===== config.mk =====
export PLATFORM = sky130hd
export DESIGN_NAME = twi_regslave
export DESIGN_NICKNAME = d
export VERILOG_FILES = /design/src/rtl/twi_pkg.sv /design/src/rtl/twi_line_sync.sv /design/src/rtl/twi_reg_map.sv /design/src/rtl/twi_regslave.sv
export SDC_FILE = /design/constraint.sdc
export NUM_CORES = 1
export LEC_CHECK = 0
export ABC_CLOCK_PERIOD_IN_PS = 3000
export BUFFER_PORTS_ARGS = -buffer_cell sky130_fd_sc_hd__buf_2
export CAP_MARGIN = 30
export CORE_MARGIN = 3
export CORE_UTILIZATION = 58
export DETAILED_ROUTE_END_ITERATION = 12
export GPL_TIMING_DRIVEN = 0
export PLACE_DENSITY = 0.8
export SETUP_SLACK_MARGIN = 0.05
export SLEW_MARGIN = 20
export SYNTH_ARGS = -nofsm -noshare
export SYNTH_HDL_FRONTEND = slang
export SYNTH_SLANG_ARGS = --single-unit

===== constraint.sdc =====
create_clock -name clk -period 3 [get_ports clk]
set_clock_uncertainty 0.05 [all_clocks]
set_input_delay 0.6 -clock clk [delete_from_list [all_inputs] [get_ports clk]]
set_output_delay 0.6 -clock clk [all_outputs]
set_load 0.005 [all_outputs]

===== src/rtl/twi_pkg.sv =====
package twi_pkg;
   localparam int BYTE_W = 8;
   localparam int WORD_W = 16;
   localparam int CNT_W  = 4;

   typedef enum logic [2:0] {
      ST_IDLE,
      ST_DEV,
      ST_REG,
      ST_WR,
      ST_RD,
      ST_WAIT
   } twi_state_e;
endpackage


===== src/rtl/twi_line_sync.sv =====
module twi_line_sync #(
   parameter int STAGES = 2,
   parameter int LINES  = 2
) (
   input  logic             clk,
   input  logic             rst_n,
   input  logic [LINES-1:0] din,
   output logic [LINES-1:0] dout
);
   generate
      if (STAGES < 2) begin : g_bad_stages
         $error("twi_line_sync: STAGES must be at least 2");
      end
   endgenerate

   for (genvar l = 0; l < LINES; l++) begin : g_line
      logic [STAGES-1:0] chain;
      always_ff @(posedge clk or negedge rst_n) begin
         if (!rst_n) chain <= '1;
         else        chain <= {chain[STAGES-2:0], din[l]};
      end
      assign dout[l] = chain[STAGES-1];
   end
endmodule


===== src/rtl/twi_reg_map.sv =====
module twi_reg_map
   import twi_pkg::*;
#(
   parameter logic [6:0]        DEV_DEF  = 7'h5D,
   parameter logic [6:0]        DEV_ALT  = 7'h48,
   parameter logic [BYTE_W-1:0] SEL_REG  = 8'h0D,
   parameter int                SEL_BIT  = 10,
   parameter logic [BYTE_W-1:0] PAGE_REG = 8'hF0,
   parameter int                PAGE_W   = 3
) (
   input  logic              clk,
   input  logic              rst_n,
   input  logic              standby,
   input  logic              commit,
   input  logic [BYTE_W-1:0] commit_addr,
   input  logic [WORD_W-1:0] commit_data,
   input  logic [BYTE_W-1:0] rd_addr,
   input  logic [WORD_W-1:0] bus_rdata,
   input  logic [6:0]        dev_addr,
   output logic              dev_match,
   output logic [PAGE_W-1:0] page,
   output logic              fwd,
   output logic [WORD_W-1:0] fwd_data,
   output logic [WORD_W-1:0] rd_value
);
   generate
      if (SEL_BIT < 0 || SEL_BIT >= WORD_W) begin : g_bad_bit
         $error("twi_reg_map: SEL_BIT outside the data word");
      end
      if (PAGE_W < 1 || PAGE_W > WORD_W) begin : g_bad_page
         $error("twi_reg_map: PAGE_W out of range");
      end
      if (DEV_DEF == DEV_ALT) begin : g_bad_dev
         $error("twi_reg_map: device addresses must differ");
      end
   endgenerate

   logic alt_sel;
   logic page_hit;
   logic sel_hit_w;
   logic sel_hit_r;

   assign page_hit  = (commit_addr == PAGE_REG);
   assign sel_hit_w = (commit_addr == SEL_REG) && (page == '0);
   assign sel_hit_r = (rd_addr == SEL_REG) && (page == '0);

   always_ff @(posedge clk or negedge rst_n) begin
      if (!rst_n) begin
         alt_sel <= 1'b0;
         page    <= '0;
      end else if (commit) begin
         if (page_hit)               page    <= commit_data[PAGE_W-1:0];
         if (sel_hit_w && !standby)  alt_sel <= commit_data[SEL_BIT];
      end
   end

   assign fwd       = commit && !page_hit;
   assign dev_match = (dev_addr == (alt_sel ? DEV_ALT : DEV_DEF));

   always_comb begin
      fwd_data = commit_data;
      if (sel_hit_w && standby) fwd_data[SEL_BIT] = alt_sel;
   end

   always_comb begin
      rd_value = bus_rdata;
      if (rd_addr == PAGE_REG) begin
         rd_value              = '0;
         rd_value[PAGE_W-1:0]  = page;
      end else if (sel_hit_r) begin
         rd_value[SEL_BIT] = alt_sel;
      end
   end


   sel_hold_chk: assert property (@(posedge clk) disable iff (!rst_n)
      !$stable(alt_sel) |-> $past(!standby && commit));


   page_hold_chk: assert property (@(posedge clk) disable iff (!rst_n)
      !$stable(page) |-> $past(commit && commit_addr == PAGE_REG));
endmodule


===== src/rtl/twi_regslave.sv =====
module twi_regslave
   import twi_pkg::*;
#(
   parameter int                SYNC_STAGES = 2,
   parameter logic [6:0]        DEV_DEF     = 7'h5D,
   parameter logic [6:0]        DEV_ALT     = 7'h48,
   parameter logic [BYTE_W-1:0] SEL_REG     = 8'h0D,
   parameter int                SEL_BIT     = 10,
   parameter logic [BYTE_W-1:0] PAGE_REG    = 8'hF0,
   parameter int                PAGE_W      = 3
) (
   input  logic              clk,
   input  logic              rst_n,
   input  logic              standby,
   input  logic              scl_in,
   input  logic              sda_in,
   output logic              sda_oe,
   output logic [PAGE_W-1:0] bus_page,
   output logic [BYTE_W-1:0] bus_addr,
   output logic [WORD_W-1:0] bus_wdata,
   output logic              bus_we,
   input  logic [WORD_W-1:0] bus_rdata
);
   localparam logic [CNT_W-1:0] CNT_ACK  = CNT_W'(BYTE_W);
   localparam logic [CNT_W-1:0] CNT_DONE = CNT_W'(BYTE_W + 1);

   logic [1:0] lines_s;
   logic       scl_hi, sda_hi, scl_q, sda_q;
   logic       scl_rise, scl_fall, start_det, stop_det;

   twi_line_sync #(.STAGES(SYNC_STAGES), .LINES(2)) u_sync (
      .clk (clk), .rst_n (rst_n),
      .din ({scl_in, sda_in}), .dout (lines_s)
   );
   assign scl_hi = lines_s[1];
   assign sda_hi = lines_s[0];

   always_ff @(posedge clk or negedge rst_n) begin
      if (!rst_n) begin
         scl_q <= 1'b1;
         sda_q <= 1'b1;
      end else begin
         scl_q <= scl_hi;
         sda_q <= sda_hi;
      end
   end

   assign scl_rise  = scl_hi && !scl_q;
   assign scl_fall  = !scl_hi && scl_q;
   assign start_det = scl_hi && scl_q && sda_q && !sda_hi;
   assign stop_det  = scl_hi && scl_q && !sda_q && sda_hi;

   twi_state_e        st;
   logic [CNT_W-1:0]  cnt;
   logic [BYTE_W-1:0] sh, txb, hi_byte, reg_ptr;
   logic [WORD_W-1:0] rword;
   logic              half, rw;
   logic [2:0]        bidx;

   logic              commit, dev_match, fwd;
   logic [WORD_W-1:0] fwd_data, rd_value;

   assign commit = !start_det && !stop_det && (st == ST_WR) && scl_fall
                   && (cnt == CNT_ACK) && half;
   assign bidx   = 3'd7 - cnt[2:0];

   twi_reg_map #(
      .DEV_DEF (DEV_DEF), .DEV_ALT (DEV_ALT), .SEL_REG (SEL_REG),
      .SEL_BIT (SEL_BIT), .PAGE_REG (PAGE_REG), .PAGE_W (PAGE_W)
   ) u_map (
      .clk (clk), .rst_n (rst_n), .standby (standby),
      .commit (commit), .commit_addr (reg_ptr), .commit_data ({hi_byte, sh}),
      .rd_addr (reg_ptr), .bus_rdata (bus_rdata), .dev_addr (sh[7:1]),
      .dev_match (dev_match), .page (bus_page), .fwd (fwd),
      .fwd_data (fwd_data), .rd_value (rd_value)
   );

   assign bus_addr = reg_ptr;

   always_ff @(posedge clk or negedge rst_n) begin
      if (!rst_n) begin
         st <= ST_IDLE;  cnt <= '0;      sh <= '0;     txb <= '0;
         hi_byte <= '0;  reg_ptr <= '0;  rword <= '0;  half <= 1'b0;
         rw <= 1'b0;     sda_oe <= 1'b0; bus_we <= 1'b0; bus_wdata <= '0;
      end else begin
         bus_we <= 1'b0;
         if (start_det) begin
            st <= ST_DEV;  cnt <= '0;  sda_oe <= 1'b0;
         end else if (stop_det) begin
            st <= ST_IDLE; cnt <= '0;  sda_oe <= 1'b0;
         end else if (st == ST_DEV || st == ST_REG || st == ST_WR) begin
            if (scl_rise && cnt < CNT_ACK) begin
               sh  <= {sh[BYTE_W-2:0], sda_hi};
               cnt <= cnt + 1'b1;
            end else if (scl_fall && cnt == CNT_ACK) begin
               cnt <= CNT_DONE;
               case (st)
                  ST_DEV: begin
                     if (dev_match) begin
                        sda_oe <= 1'b1;
                        rw     <= sh[0];
                     end else begin
                        st <= ST_WAIT;
                     end
                  end
                  ST_REG: begin
                     sda_oe  <= 1'b1;
                     reg_ptr <= sh;
                     half    <= 1'b0;
                  end
                  default: begin
                     sda_oe <= 1'b1;
                     if (!half) begin
                        hi_byte <= sh;
                        half    <= 1'b1;
                     end else begin
                        bus_we    <= fwd;
                        bus_wdata <= fwd_data;
                        half      <= 1'b0;
                     end
                  end
               endcase
            end else if (scl_fall && cnt == CNT_DONE) begin
               sda_oe <= 1'b0;
               cnt    <= '0;
               case (st)
                  ST_DEV: begin
                     if (rw) begin
                        st     <= ST_RD;
                        half   <= 1'b0;
                        rword  <= rd_value;
                        txb    <= rd_value[WORD_W-1:BYTE_W];
                        sda_oe <= !rd_value[WORD_W-1];
                     end else begin
                        st <= ST_REG;
                     end
                  end
                  ST_REG:  st <= ST_WR;
                  default: if (!half) reg_ptr <= reg_ptr + 1'b1;
               endcase
            end
         end else if (st == ST_RD) begin
            if (scl_rise) begin
               if (cnt < CNT_ACK)                cnt <= cnt + 1'b1;
               else if (cnt == CNT_DONE && sda_hi) st <= ST_WAIT;
            end else if (scl_fall) begin
               if (cnt >= 1 && cnt < CNT_ACK) begin
                  sda_oe <= !txb[bidx];
               end else if (cnt == CNT_ACK) begin
                  sda_oe <= 1'b0;
                  cnt    <= CNT_DONE;
               end else if (cnt == CNT_DONE) begin
                  cnt <= '0;
                  if (!half) begin
                     half    <= 1'b1;
                     txb     <= rword[BYTE_W-1:0];
                     sda_oe  <= !rword[BYTE_W-1];
                     reg_ptr <= reg_ptr + 1'b1;
                  end else begin
                     half   <= 1'b0;
                     rword  <= rd_value;
                     txb    <= rd_value[WORD_W-1:BYTE_W];
                     sda_oe <= !rd_value[WORD_W-1];
                  end
               end
            end
         end
      end
   end


   oe_scl_low_chk: assert property (@(posedge clk) disable iff (!rst_n)
      !$stable(sda_oe) |-> !$past(scl_hi));


   we_in_write_chk: assert property (@(posedge clk) disable iff (!rst_n)
      bus_we |-> (st == ST_WR));


   we_single_chk: assert property (@(posedge clk) disable iff (!rst_n)
      bus_we |=> !bus_we);


   wait_release_chk: assert property (@(posedge clk) disable iff (!rst_n)
      (st == ST_WAIT) |-> !sda_oe);
endmodule


# Word-level counts from Yosys, hierarchy flattened
# Cells that the tools add are included.
# totals
input_bits,21
output_inout_bits,29
word_cells,235
reg_bits,77
# classes
eq_ne,34
add_sub_neg,3
n_bitwise,5
n_mux,112
reduce_logical,60
order_cmp,3
# ops
operator,n
$mux W8,39
$mux W4,13
$mux W1,41
$mux W3,13
$reduce_and A7 Y1,4
$reduce_and A13 Y1,2
$logic_and A1 B1 Y1,21
$reduce_bool A4 Y1,4
$ne A5 B5 Y1 const B,3
$reduce_and A14 Y1,1
$ne A2 B2 Y1 const B,6
$ne A6 B6 Y1 const B,2
$reduce_and A12 Y1,1
$reduce_bool A6 Y1,2
$logic_not A1 Y1,11
$mux W10,1
$mux W5,2
$ne A3 B2 Y1 const B,3
$reduce_and A9 Y1,1
$add A8 B1 Y8 const B,1
$eq A4 B4 Y1 const B,2
$eq A8 B4 Y1 const B,1
$eq A8 B8 Y1 const B,1
$ne A4 B4 Y1 const B,2
28 further kinds,40

# Logic depth before layout (Yosys ltp)
# Gate-level depths: netlist of the first run.
# depth
word_depth,17
mapped_depth,10
ltp_nobuf,7

# By module
# From an unflattened synthesis of the first run, not the netlist that was laid out.
# unflattened
cells_unflattened,391
hier_area_um2,4424.2
# modules_own_cells
module,instances,cells_each,seq_area_each_um2,area_each_um2
twi_regslave,1,320,1729.2,3731.1
twi_reg_map,1,65,100.1,573.0
twi_line_sync,1,6,105.1,120.1

# Worst setup path before layout of the first run
# OpenSTA, ideal clock, no wires.
# synth_path
kind,register to register
from,register scl_q
to,register half
n_path_buf,1
setup_ps,128
period_less_slack_ps,2416
t_arrival_ps,2239
path_slack_ps,584
stages_incl_launch_ff,8
cell_sequence,dfstp_2 > inv_1 > ha_1 > buf_2 > or4b_4 > o31a_1 > nor4_2 > mux2_1
# synth_via
elab_chain_cells,5
# synth_rtl
item,line,source
"start, declared",twi_regslave.sv:28,"logic scl_hi, sda_hi, scl_q, sda_q;"
"start signal, assigned",twi_regslave.sv:43,scl_q <= scl_hi;
"$logic_not A1 Y1, or another cell as far along",twi_regslave.sv:48,assign scl_rise = scl_hi && !scl_q;
"$logic_and A1 B1 Y1, on equally long branches",-,
"$logic_and A1 B1 Y1, or another cell as far along",twi_regslave.sv:92,if (scl_rise && cnt < CNT_ACK) begin
"$ne A2 B2 Y1 (no line), or another cell as far along",-,
$reduce_and A13 Y1 (no line) / $mux W1 (equally long branches),-,
"end signal, assigned",twi_regslave.sv:83,hi_byte <= '0; reg_ptr <= '0; rword <= '0; half <= 1'b0;
"end signal, assigned",twi_regslave.sv:109,half <= 1'b0;
"end signal, assigned",twi_regslave.sv:115,half <= 1'b1;
"end, declared",twi_regslave.sv:57,"logic half, rw;"
# Parallel ways exist; a longest one is shown, timed or not. The select of a mux whose other input is x is not followed.
# A chain may end at the register's enable or synchronous reset.

# Worst setup path in the final report of the first run
# Ends and elaborated chain as after synthesis.

==> summary.md, run 1 <==
| Metric | Value |
|---|---|
| Status | complete, no violations |
| Headroom to the max-slew limit | 42.8% |
| Flops & latches, synth | 77 |
| Placed cell area | 4540 µm² |
| Most frequent cell after synthesis | nand2_1 |
| Final wirelength | 9.51 mm |
| CP delay by family, top | simple AND/OR/NAND/NOR gates |
| PwrDens | 733 nW/µm² |
| RSZ-0062 raised after global routing | false |
| Vias in the first global route | 3,311 |
| Worst-path cell chain | inv_1 > ha_1 > buf_2 > or4b_4 > o31a_1 > nor4_2 > mux2_1 |
| Max Cap Viol | 0 |
| Area of the multi-input gates | 2060 µm² |
| Synthesized Nets | 439 |
| First-pass GRT wire length | 15.9 mm |
| Hold WC Path Type | input pin to async pin |
| IO Count | 50 |
| 1st-iter DRT viols | 188 |
| CTS tree | yes |
| Mapped cell area | 4150 µm² |
| Area Growth Syn to Fin | 14.5% |
| Core area | 6870 µm² |
| Worst path arrival time | 2.78 ns |
| Worst-Margin Slew | 0.852 ns |
| Final hold violations | 0 |
| Worst Path Buf+Inv | 2 |
| Post-route ant nets | 0 |
| WL/cell | 16.7 µm |
| Syn Area/Cell | 10.1 µm² |
| DRT Pass-1 Iters | 5 |
| Sequential share of the synthesized area | 46.6% |
| Post-synth EDFFs | 0 |
| DIE WIDTH | 90.6 µm |
| Root Buffer | clkbuf_8 |
| Worst-path clk slew | 0.09 ns |
| Crit path required time | 3.18 ns |
| Resize count post-CTS | 0 |
| Initial core utilization | 60.4% |
| Slowest cell on the critical path | dfstp_2 |
| Setup TNS | 0 ns |
| Placed Cells incl. Taps | 555 |
| FF/Latch Area | 1930 µm² |
| Post-synthesis cell type count | 76 |
| Diodes inserted | 0 |
| Port bufs | 49 |
| Later-pin clock latency in the skew report | 0.35 ns |
| Die height | 90.6 µm |
| Post-route DRC | 0 |
| Post-synth top area cell | dfrtp_1 |
| H-tree depth | 3 |
| Nets@finish | 500 |
| DR vias | 3,383 |
| VDD IR max | 488 µV |
| Async SR Flop Fraction | 100% |
| Cts bufs inserted | 9 |
| Share of post-route cells with drive strength above 1 | 26.7% |
| Post-DP HPWL | 6.74 mm |
| CP endpoint kind | register |
| Vias per Instance | 5.92 |
| Final setup viols | 0 |
| Ys flop type | dfrtp_1 |
| WS Path Type | register to register |
| Die ar. | 8200 µm² |
| Fin cells | 571 |
| Overall Global Routing Usage | 23.9% |
| Fill cells | 520 |
| Antenna violations before repair | 0 |
| Gate Count Post-Synth | 409 |
| Critical-path maximum fanout | 9 |
| Final Cell Area | 4750 µm² |
| Fin crit share | 86.4% |
| Clock sink count | 77 |
| Hold-fix buffers, CTS | 0 |
| Row cnt | 30 |
| Largest net degree at the start of global routing | 51 |
| GPL Wtd Cong | 0.908 |
| Largest stage delay, worst path | 0.55 ns |
| Yosys synthesis warning count | 0 |
| Clock Path Buffers | 2 |
| Commonest cells post-synth | nand2_1 (75), dfrtp_1 (71), a21oi_1 (23), nor2_1 (17) |
| GRT overflow | 0 |
| Minimum clock period after layout | 2.59 ns |
| Top-area cell type share of the netlist area | 42.8% |
| Postcts setup bufs | 0 |
| Leakage power | 0.00231 µW |
| Slew Limit Fails | 0 |
| CP startpoint kind | register |
| Max Fclk | 386 MHz |
| Top post-synthesis cells by area | dfrtp_1 (43%), nand2_1 (6.8%), dfstp_2 (3.8%) |
[kinds of logic after synthesis]
family | synth area share [%]
XOR/XNOR | 0.422
multiplexers | 9.35
adder cells (fa/ha/maj) | 2.71
buffers and inverters | 3.77
flip-flops | 46.6
AND/OR/NAND/NOR | 21.3
AO/OA/AOI/OAI | 15.8
[path summary, 6_finish.rpt]
path | start | to | slack [ns] | depth (start not counted)
worst min-delay path | rst_n | cnt[0]$_DFFE_PN0P_ | 0.11 | 1
min in group clk | scl_in | u_sync.g_line[1].chain[0]$_DFF_PN1_ | 0.29 | 1
worst max-delay path | scl_q$_DFF_PN1_ | half$_DFFE_PN0P_ | 0.41 | 7
worst max register to register | scl_q$_DFF_PN1_ | half$_DFFE_PN0P_ | 0.41 | 7
max in group asynchronous | rst_n | sh[0]$_DFFE_PN0P_ | 2.23 | 2
worst min register to register | u_sync.g_line[1].chain[0]$_DFF_PN1_ | u_sync.g_line[1].chain[1]$_DFF_PN1_ | 0.31 | 0
[state kept, by name, indices dropped and copies added (netlist names), 4 cells and up]
register and flops:
txb 8, u_sync.g_line.chain 4, hi_byte 8, bus_wdata 16, sh 8, cnt 4
bus_addr 8, rword 8
[cell type report]
class	count	area share (%)
Sequential cell	77	40.7
Timing Repair Buffer	50	5.80
Tap cell	96	2.53
Buffer	22	2.42
Inverter	11	0.869
Clock inverter	7	1.71
Multi-Input combinational cell	299	43.3
Clock buffer	9	2.61
[routing by layer]
layer  vias up  wire (µm)  GRT usage [%]
li1       1606          -              -
met1      1649       4200           33.2
met2       113       4600           37.7
met3        15        563           6.00
met4         0        145           6.25
met5         -          0              0
[cells in the final DEF (no fill, tap or decap), types with 6 or more instances in the layout]
cell type	count
o21ai_0	11
dfstp_2	6
o21ai_1	8
clkbuf_8	9
a31oi_1	9
inv_1	11
nor2_1	17
mux2_1	13
ha_1	9
clkbuf_1	7
a22oi_1	7
dfrtp_1	71
nand2_1	75
nand3_1	7
mux2_2	13
buf_2	59
a21oi_1	23
[per-stage QoR]
step	hold slack, ns	util, %	setup slack [ns]	total power, µW
after floorplan	0.254	-	0.584	2300
after global placement	0.298	65.7	0.493	2600
after detailed placement	0.298	66.2	0.452	2640
after CTS	0.117	69.1	0.440	3470
after global routing	0.117	69.1	0.266	3700
final	0.108	69.1	0.407	3480
[report_power, final]
| part | total (µW) | switching (µW) | internal [µW] |
|---|---|---|---|
| Sequential | 1470 | 224 | 1240 |
| Combinational | 1190 | 684 | 509 |
| Clock | 818 | 421 | 398 |
| Total | 3480 | 1330 | 2150 |
Note: power is estimated with default switching activity, not from simulation.
==> run 2, diff against run 1 <==
--- a/config.mk
+++ b/config.mk
@@ -8,7 +8,7 @@
 export ABC_CLOCK_PERIOD_IN_PS = 3000
 export BUFFER_PORTS_ARGS = -buffer_cell sky130_fd_sc_hd__buf_2
 export CAP_MARGIN = 30
-export CORE_MARGIN = 3
+export CORE_MARGIN = 1
 export CORE_UTILIZATION = 58
 export DETAILED_ROUTE_END_ITERATION = 12
 export GPL_TIMING_DRIVEN = 0
==> run 2 against run 1 <==
Net effect:
- first-iteration DRC count is 38% higher
- wire length is 1.1% lower
- worst setup slack better by 0.020 ns
- die area is 8.6% lower
- global-route usage is 4.1 points higher
- total power is 0.37% lower
- hold slack worse by 0.021 ns
- critical endpoint is now cnt[3]$_DFFE_PN0P_
==> summary.md, run 2 (synthesis results as in run 1) <==
| Metric | Value |
|---|---|
| Max Fclk | 389 MHz |
| WL/cell | 16.5 µm |
| Die height | 86.6 µm |
| Post-route ant nets | 0 |
| Crit path required time | 3.20 ns |
| H-tree depth | 3 |
| Pre-CTS WS | 0.468 ns |
| Row cnt | 30 |
| Hold WC Path Type | input pin to async pin |
| Minimum clock period after layout | 2.57 ns |
| Final hold violations | 0 |
| DR vias | 3,435 |
| Fin crit share | 85.8% |
| Area Growth Syn to Fin | 14.5% |
| Clock Path Buffers | 2 |
| RSZ-0062 raised after global routing | false |
| Status | complete, no violations |
| Worst-Margin Slew | 0.810 ns |
| Initial core utilization | 60.4% |
| Overall Global Routing Usage | 28.0% |
| Fill cells | 530 |
| CP endpoint kind | register |
| Post-DP HPWL | 6.61 mm |
| Slew Limit Fails | 0 |
| Headroom to the max-slew limit | 45.6% |
| Antenna violations before repair | 0 |
| CP startpoint kind | register |
| Final wirelength | 9.40 mm |
| Vias per Instance | 6.02 |
| CTS tree | yes |
| Leakage power | 0.00229 µW |
| Die ar. | 7500 µm² |
| Biggest register | bus_wdata |
| Setup ws final | 0.427 ns |
| Commonest cells after routing, fill and taps aside | nand2_1 (75), dfrtp_1 (71), buf_2 (59), a21oi_1 (23), nor2_1 (17) |
| Post-route DRC | 0 |
| Number of flip-flops in the largest register | 16 |
| VDD IR max | 407 µV |
| GRT overflow | 0 |
| Postcts setup bufs | 0 |
| PwrDens | 730 nW/µm² |
| Root Buffer | clkbuf_8 |
| 1st-iter DRT viols | 259 |
| Critical-path maximum fanout | 9 |
| Diodes inserted | 0 |
| Core area | 6870 µm² |
| DIE WIDTH | 86.6 µm |
| DRT Pass-1 Iters | 5 |
| IO Count | 50 |
| Most common cell after layout, fill and taps aside | nand2_1 |
| Clock sink count | 77 |
| First-pass GRT wire length | 15.9 mm |
| Largest net degree at the start of global routing | 53 |
| Later-pin clock latency in the skew report | 0.36 ns |
| Hold-fix buffers, CTS | 0 |
| Cts bufs inserted | 9 |
| Final setup viols | 0 |
| Vias in the first global route | 3,164 |
| Worst path arrival time | 2.78 ns |
| Port bufs | 49 |
| Share of post-route cells with drive strength above 1 | 26.7% |
| Nets@finish | 500 |
| Resize count post-CTS | 0 |
| Setup TNS | 0 ns |
| WS Path Type | register to register |
| GPL Wtd Cong | 0.901 |
| Worst-path clk slew | 0.09 ns |
| Max Cap Viol | 0 |
-- run 2: cell types whose count changed in the layout (fill, tap and decap cells not counted), sizes merged --
cell,change
clkinv,-3
clkinvlp,+3
-- run 2: where the power goes --
part	total, µW	internal, µW	leakage [µW]	switching [µW]
clock	826	395	0.0000944	431
combinational	1180	510	0.00121	670
sequential	1460	1240	0.000991	216
total	3470	2150	0.00229	1320
-- run 2: layout make-up --
type                            instances  area [µm²]  share of cell area, %
Inverter                               11        41.3                  0.869
Tap cell                               96         120                   2.53
Clock inverter                          7        81.3                   1.71
Multi-Input combinational cell        299        2060                   43.3
Clock buffer                            9         124                   2.61
Sequential cell                        77        1930                   40.7
Buffer                                 22         115                   2.42
Timing Repair Buffer                   50         275                   5.80
-- run 2: per-stage QoR --
step | power, µW | hold slack [ns] | utilization, % | std cells | instance area, µm²
after global placement | 2590 | 0.298 | 65.7 | 554 | 4510
after CTS | 3450 | 0.0895 | 69.1 | 571 | 4750
final | 3470 | 0.0869 | 69.1 | 571 | 4750
after detailed placement | 2630 | 0.298 | 66.2 | 555 | 4540
after global routing | 3680 | 0.0978 | 69.1 | 571 | 4750
after floorplan | 2300 | 0.254 | - | 409 | 4150
-- run 2: worst paths after layout --
path | start | to | slack, ns | cells after the start
setup reg to reg | scl_q$_DFF_PN1_ | cnt[3]$_DFFE_PN0P_ | 0.43 | 9
setup / recovery | scl_q$_DFF_PN1_ | cnt[3]$_DFFE_PN0P_ | 0.43 | 9
hold / removal | rst_n | cnt[1]$_DFFE_PN0P_ | 0.09 | 1
hold reg to reg | u_sync.g_line[0].chain[0]$_DFF_PN1_ | u_sync.g_line[0].chain[1]$_DFF_PN1_ | 0.31 | 0
min in group clk | scl_in | u_sync.g_line[1].chain[0]$_DFF_PN1_ | 0.27 | 1
max in group asynchronous | rst_n | sh[3]$_DFFE_PN0P_ | 2.26 | 2
-- run 2: routing by layer --
layer	GRT usage [%]	wire length (µm)	share of wire [%]	up-vias
met3	4.95	544	5.8	18
met2	43.5	4450	47	137
li1	-	-	-	1611
met5	0	0	0	-
met4	11.5	184	2.0	0
met1	39.1	4230	45	1669
-- run 2: critical path, stage by stage, from the launching register on --
cell      delay, ns
dfstp_2        0.56
inv_1          0.04
ha_1           0.16
buf_2          0.17
nand2b_1       0.08
clkbuf_1       0.35
o21ai_0        0.21
a221oi_2       0.55
a21oi_1        0.09
o22a_1         0.20
==> run 3, diff against run 2 <==
--- a/config.mk
+++ b/config.mk
@@ -9,7 +9,7 @@
 export BUFFER_PORTS_ARGS = -buffer_cell sky130_fd_sc_hd__buf_2
 export CAP_MARGIN = 30
 export CORE_MARGIN = 1
-export CORE_UTILIZATION = 58
+export CORE_UTILIZATION = 59
 export DETAILED_ROUTE_END_ITERATION = 12
 export GPL_TIMING_DRIVEN = 0
 export PLACE_DENSITY = 0.8
@@ -17,4 +17,5 @@
 export SLEW_MARGIN = 20
 export SYNTH_ARGS = -nofsm -noshare
 export SYNTH_HDL_FRONTEND = slang
+export SYNTH_HIERARCHICAL = 1
 export SYNTH_SLANG_ARGS = --single-unit
==> run 3 against run 2 <==
Net effect:
- via count down 3.9%
- cell count fell by 2.1%
- total power fell by 14%
- non-clock buffer count up 15
- count of clock-buffer cells in the layout unchanged
- global-route usage is 1.5 points lower
- clock power rose by 9.3%
==> summary.md, run 3 <==
| Metric | Value |
|---|---|
| Number of flip-flops in the largest register | 16 |
| Net Sw Frac | 34.3% |
| Final setup viols | 0 |
| Leakage power | 0.00243 µW |
| DR vias | 3,300 |
| Nets@finish | 483 |
| Async SR Flop Fraction | 100% |
| Mapped cell area | 4420 µm² |
| CP startpoint kind | register |
| DRT Pass-1 Iters | 4 |
| Core area | 7250 µm² |
| Fin cells | 559 |
| Crit path required time | 3.19 ns |
| H-tree depth | 3 |
| Sw power | 1020 µW |
| Port bufs | 49 |
| Antenna violations before repair | 0 |
| Hold WC Path Type | input pin to async pin |
| Final hold violations | 0 |
| CP endpoint kind | register |
| Hold-fix buffers, CTS | 0 |
| Fin crit share | 94.7% |
| PwrDens | 589 nW/µm² |
| Diodes inserted | 0 |
| Vias per Instance | 5.90 |
| Max Cap Viol | 0 |
| Flops & latches, synth | 77 |
| Gate Count Post-Synth | 391 |
| RSZ-0062 raised after global routing | false |
| Slew Limit Fails | 0 |
| Critical-path maximum fanout | 10 |
| IO Count | 50 |
| Top post-synthesis cells by area | dfrtp_1 (40%), mux2_2 (11%), mux2_4 (4.1%) |
| WL/cell | 17.3 µm |
| Resize count post-CTS | 0 |
| Headroom to the max-slew limit | 54.5% |
| Commonest cells after routing, fill and taps aside | dfrtp_1 (71), buf_2 (57), mux2_2 (42), buf_4 (26), nor2_1 (23) |
| Ys flop type | dfrtp_1 |
| Worst Setup SP | u_sync/g_line[1].chain[1]$_DFF_PN1_ |
| Most frequent cell after synthesis | dfrtp_1 |
| Setup TNS | 0 ns |
| Post-synthesis cell type count | 78 |
| Initial core utilization | 61.0% |
| Overall Global Routing Usage | 26.5% |
| First-pass GRT wire length | 15.6 mm |
| Die ar. | 7850 µm² |
| Vias in the first global route | 3,179 |
| GRT overflow | 0 |
| Final wirelength | 9.67 mm |
| Post-route ant nets | 0 |
| Worst-path clk slew | 0.09 ns |
| Minimum clock period after layout | 2.84 ns |
| FF-to-FF Start | u_sync/g_line[1].chain[1]$_DFF_PN1_ |
| Syn Area/Cell | 11.3 µm² |
| Row cnt | 31 |
| Clock power frac | 30.2% |
| GPL Wtd Cong | 0.882 |
| Post-route DRC | 0 |
| Synthesized Nets | 419 |
| WS Path Type | register to register |
| Gate power share | 28.9% |
| Root Buffer | clkbuf_8 |
| Most common cell after layout, fill and taps aside | dfrtp_1 |
| Post-synth EDFFs | 0 |
| Commonest cells post-synth | dfrtp_1 (71), mux2_2 (42), nor2_1 (23), buf_4 (22), a21oi_1 (17) |
| Post-layout util | 69.9% |
| Yosys synthesis warning count | 6 |
| Reg power frac | 40.9% |
| CTS tree | yes |
| Worst-Margin Slew | 0.683 ns |
| Sequential share of the synthesized area | 43.7% |
| Placed Cells incl. Taps | 540 |
| DIE WIDTH | 88.6 µm |
| Largest net degree at the start of global routing | 52 |
| Clock sink count | 77 |
| Worst path arrival time | 3.03 ns |
| Power Internal | 1960 µW |
| 1st-iter DRT viols | 304 |
| Die height | 88.6 µm |
| Share of post-route cells with drive strength above 1 | 41.3% |
| Biggest register | bus_wdata |
| Postcts setup bufs | 0 |
| Status | complete, no violations |
| Max Fclk | 352 MHz |
| Cts bufs inserted | 9 |
| Later-pin clock latency in the skew report | 0.36 ns |
| Top-area cell type share of the netlist area | 40.2% |
| Post-synth top area cell | dfrtp_1 |
| Area Growth Syn to Fin | 14.6% |
| Clock Path Buffers | 2 |
| VDD IR max | 380 µV |
| Post-DP HPWL | 6.84 mm |
-- run 3: changes by cell type after synthesis, moves of 7 or more --
cell     before  now
nand2_1      75   10
buf_4         1   22
mux2_2       13   42
nor3_1        3   10
and2_1        4   13
mux2_4        0   12
mux2_1       13    0
-- run 3: cell type report --
class	instances	area, µm²
buffer	34	229
clock buffer	9	124
clock inverter	7	103
fill	567	2180
inverter	14	52.6
multi-input combinational	266	2210
sequential	77	1930
tap	99	124
timing repair buffer	53	298
-- run 3: cell families (layout without fill, tap and decap cells) --
group / count (synthesis) / after routing / synth area share, %
and+or+nand+nor: 118 / 118 / 17.2
DFF: 77 / 77 / 43.7
AOI/OAI and AO/OA: 74 / 74 / 12.8
muxes: 65 / 65 / 17.5
buffers and inverters: 48 / 117 / 6.36
adders and majority gates: 7 / 7 / 1.98
xor gates and xnor gates: 2 / 2 / 0.396
-- run 3: power by group through the flow --
stage	Clock, µW	Combinational [µW]	Sequential (µW)
after floorplan	0	663	1190
after global placement	0	834	1230
after detailed placement	0	851	1240
after CTS	921	855	1220
after global routing	958	945	1230
final	903	863	1220
-- run 3: final timing paths --
kind                                                             to  slack (ns)  cells past startpoint
worst min-delay path                           rword[7]$_DFFE_PN0P_        0.10                      1
worst min register to register  u_sync/g_line[0].chain[1]$_DFF_PN1_        0.31                      0
worst max-delay path                      u_map/page[0]$_DFFE_PN0P_        0.16                     11
max in group asynchronous                           sda_q$_DFF_PN1_        2.20                      2
min in group clk                u_sync/g_line[1].chain[0]$_DFF_PN1_        0.28                      1
worst max register to register            u_map/page[0]$_DFFE_PN0P_        0.16                     11
-- run 3: worst max-delay path, stage by stage (launching register included) --
cell     delay (ns)
dfstp_2        0.36
buf_4          0.13
ha_1           0.25
and2_1         0.20
buf_2          0.24
nor3_4         0.29
nand2_4        0.14
buf_6          0.19
inv_1          0.08
inv_1          0.06
or3_4          0.42
mux2_4         0.31
-- run 3: per-stage QoR --
step / area (µm²) / power (µW) / hold slack (ns) / setup WS, ns
after floorplan: 4420 / 1860 / 0.254 / 0.456
final: 5070 / 2990 / 0.104 / 0.158
after global placement: 4790 / 2070 / 0.297 / 0.117
after CTS: 5050 / 2990 / 0.103 / 0.0909
after detailed placement: 4820 / 2090 / 0.298 / 0.107
after global routing: 5070 / 3140 / 0.129 / 0.0588
-- run 3: per-layer routing --
metal / track usage, % / up-vias / part of all wire, %
li1: - / 1559 / -
met1: 39.6 / 1613 / 48
met2: 38.7 / 116 / 45
met3: 3.82 / 12 / 5.1
met4: 10.4 / 0 / 1.4
met5: 0 / - / 0
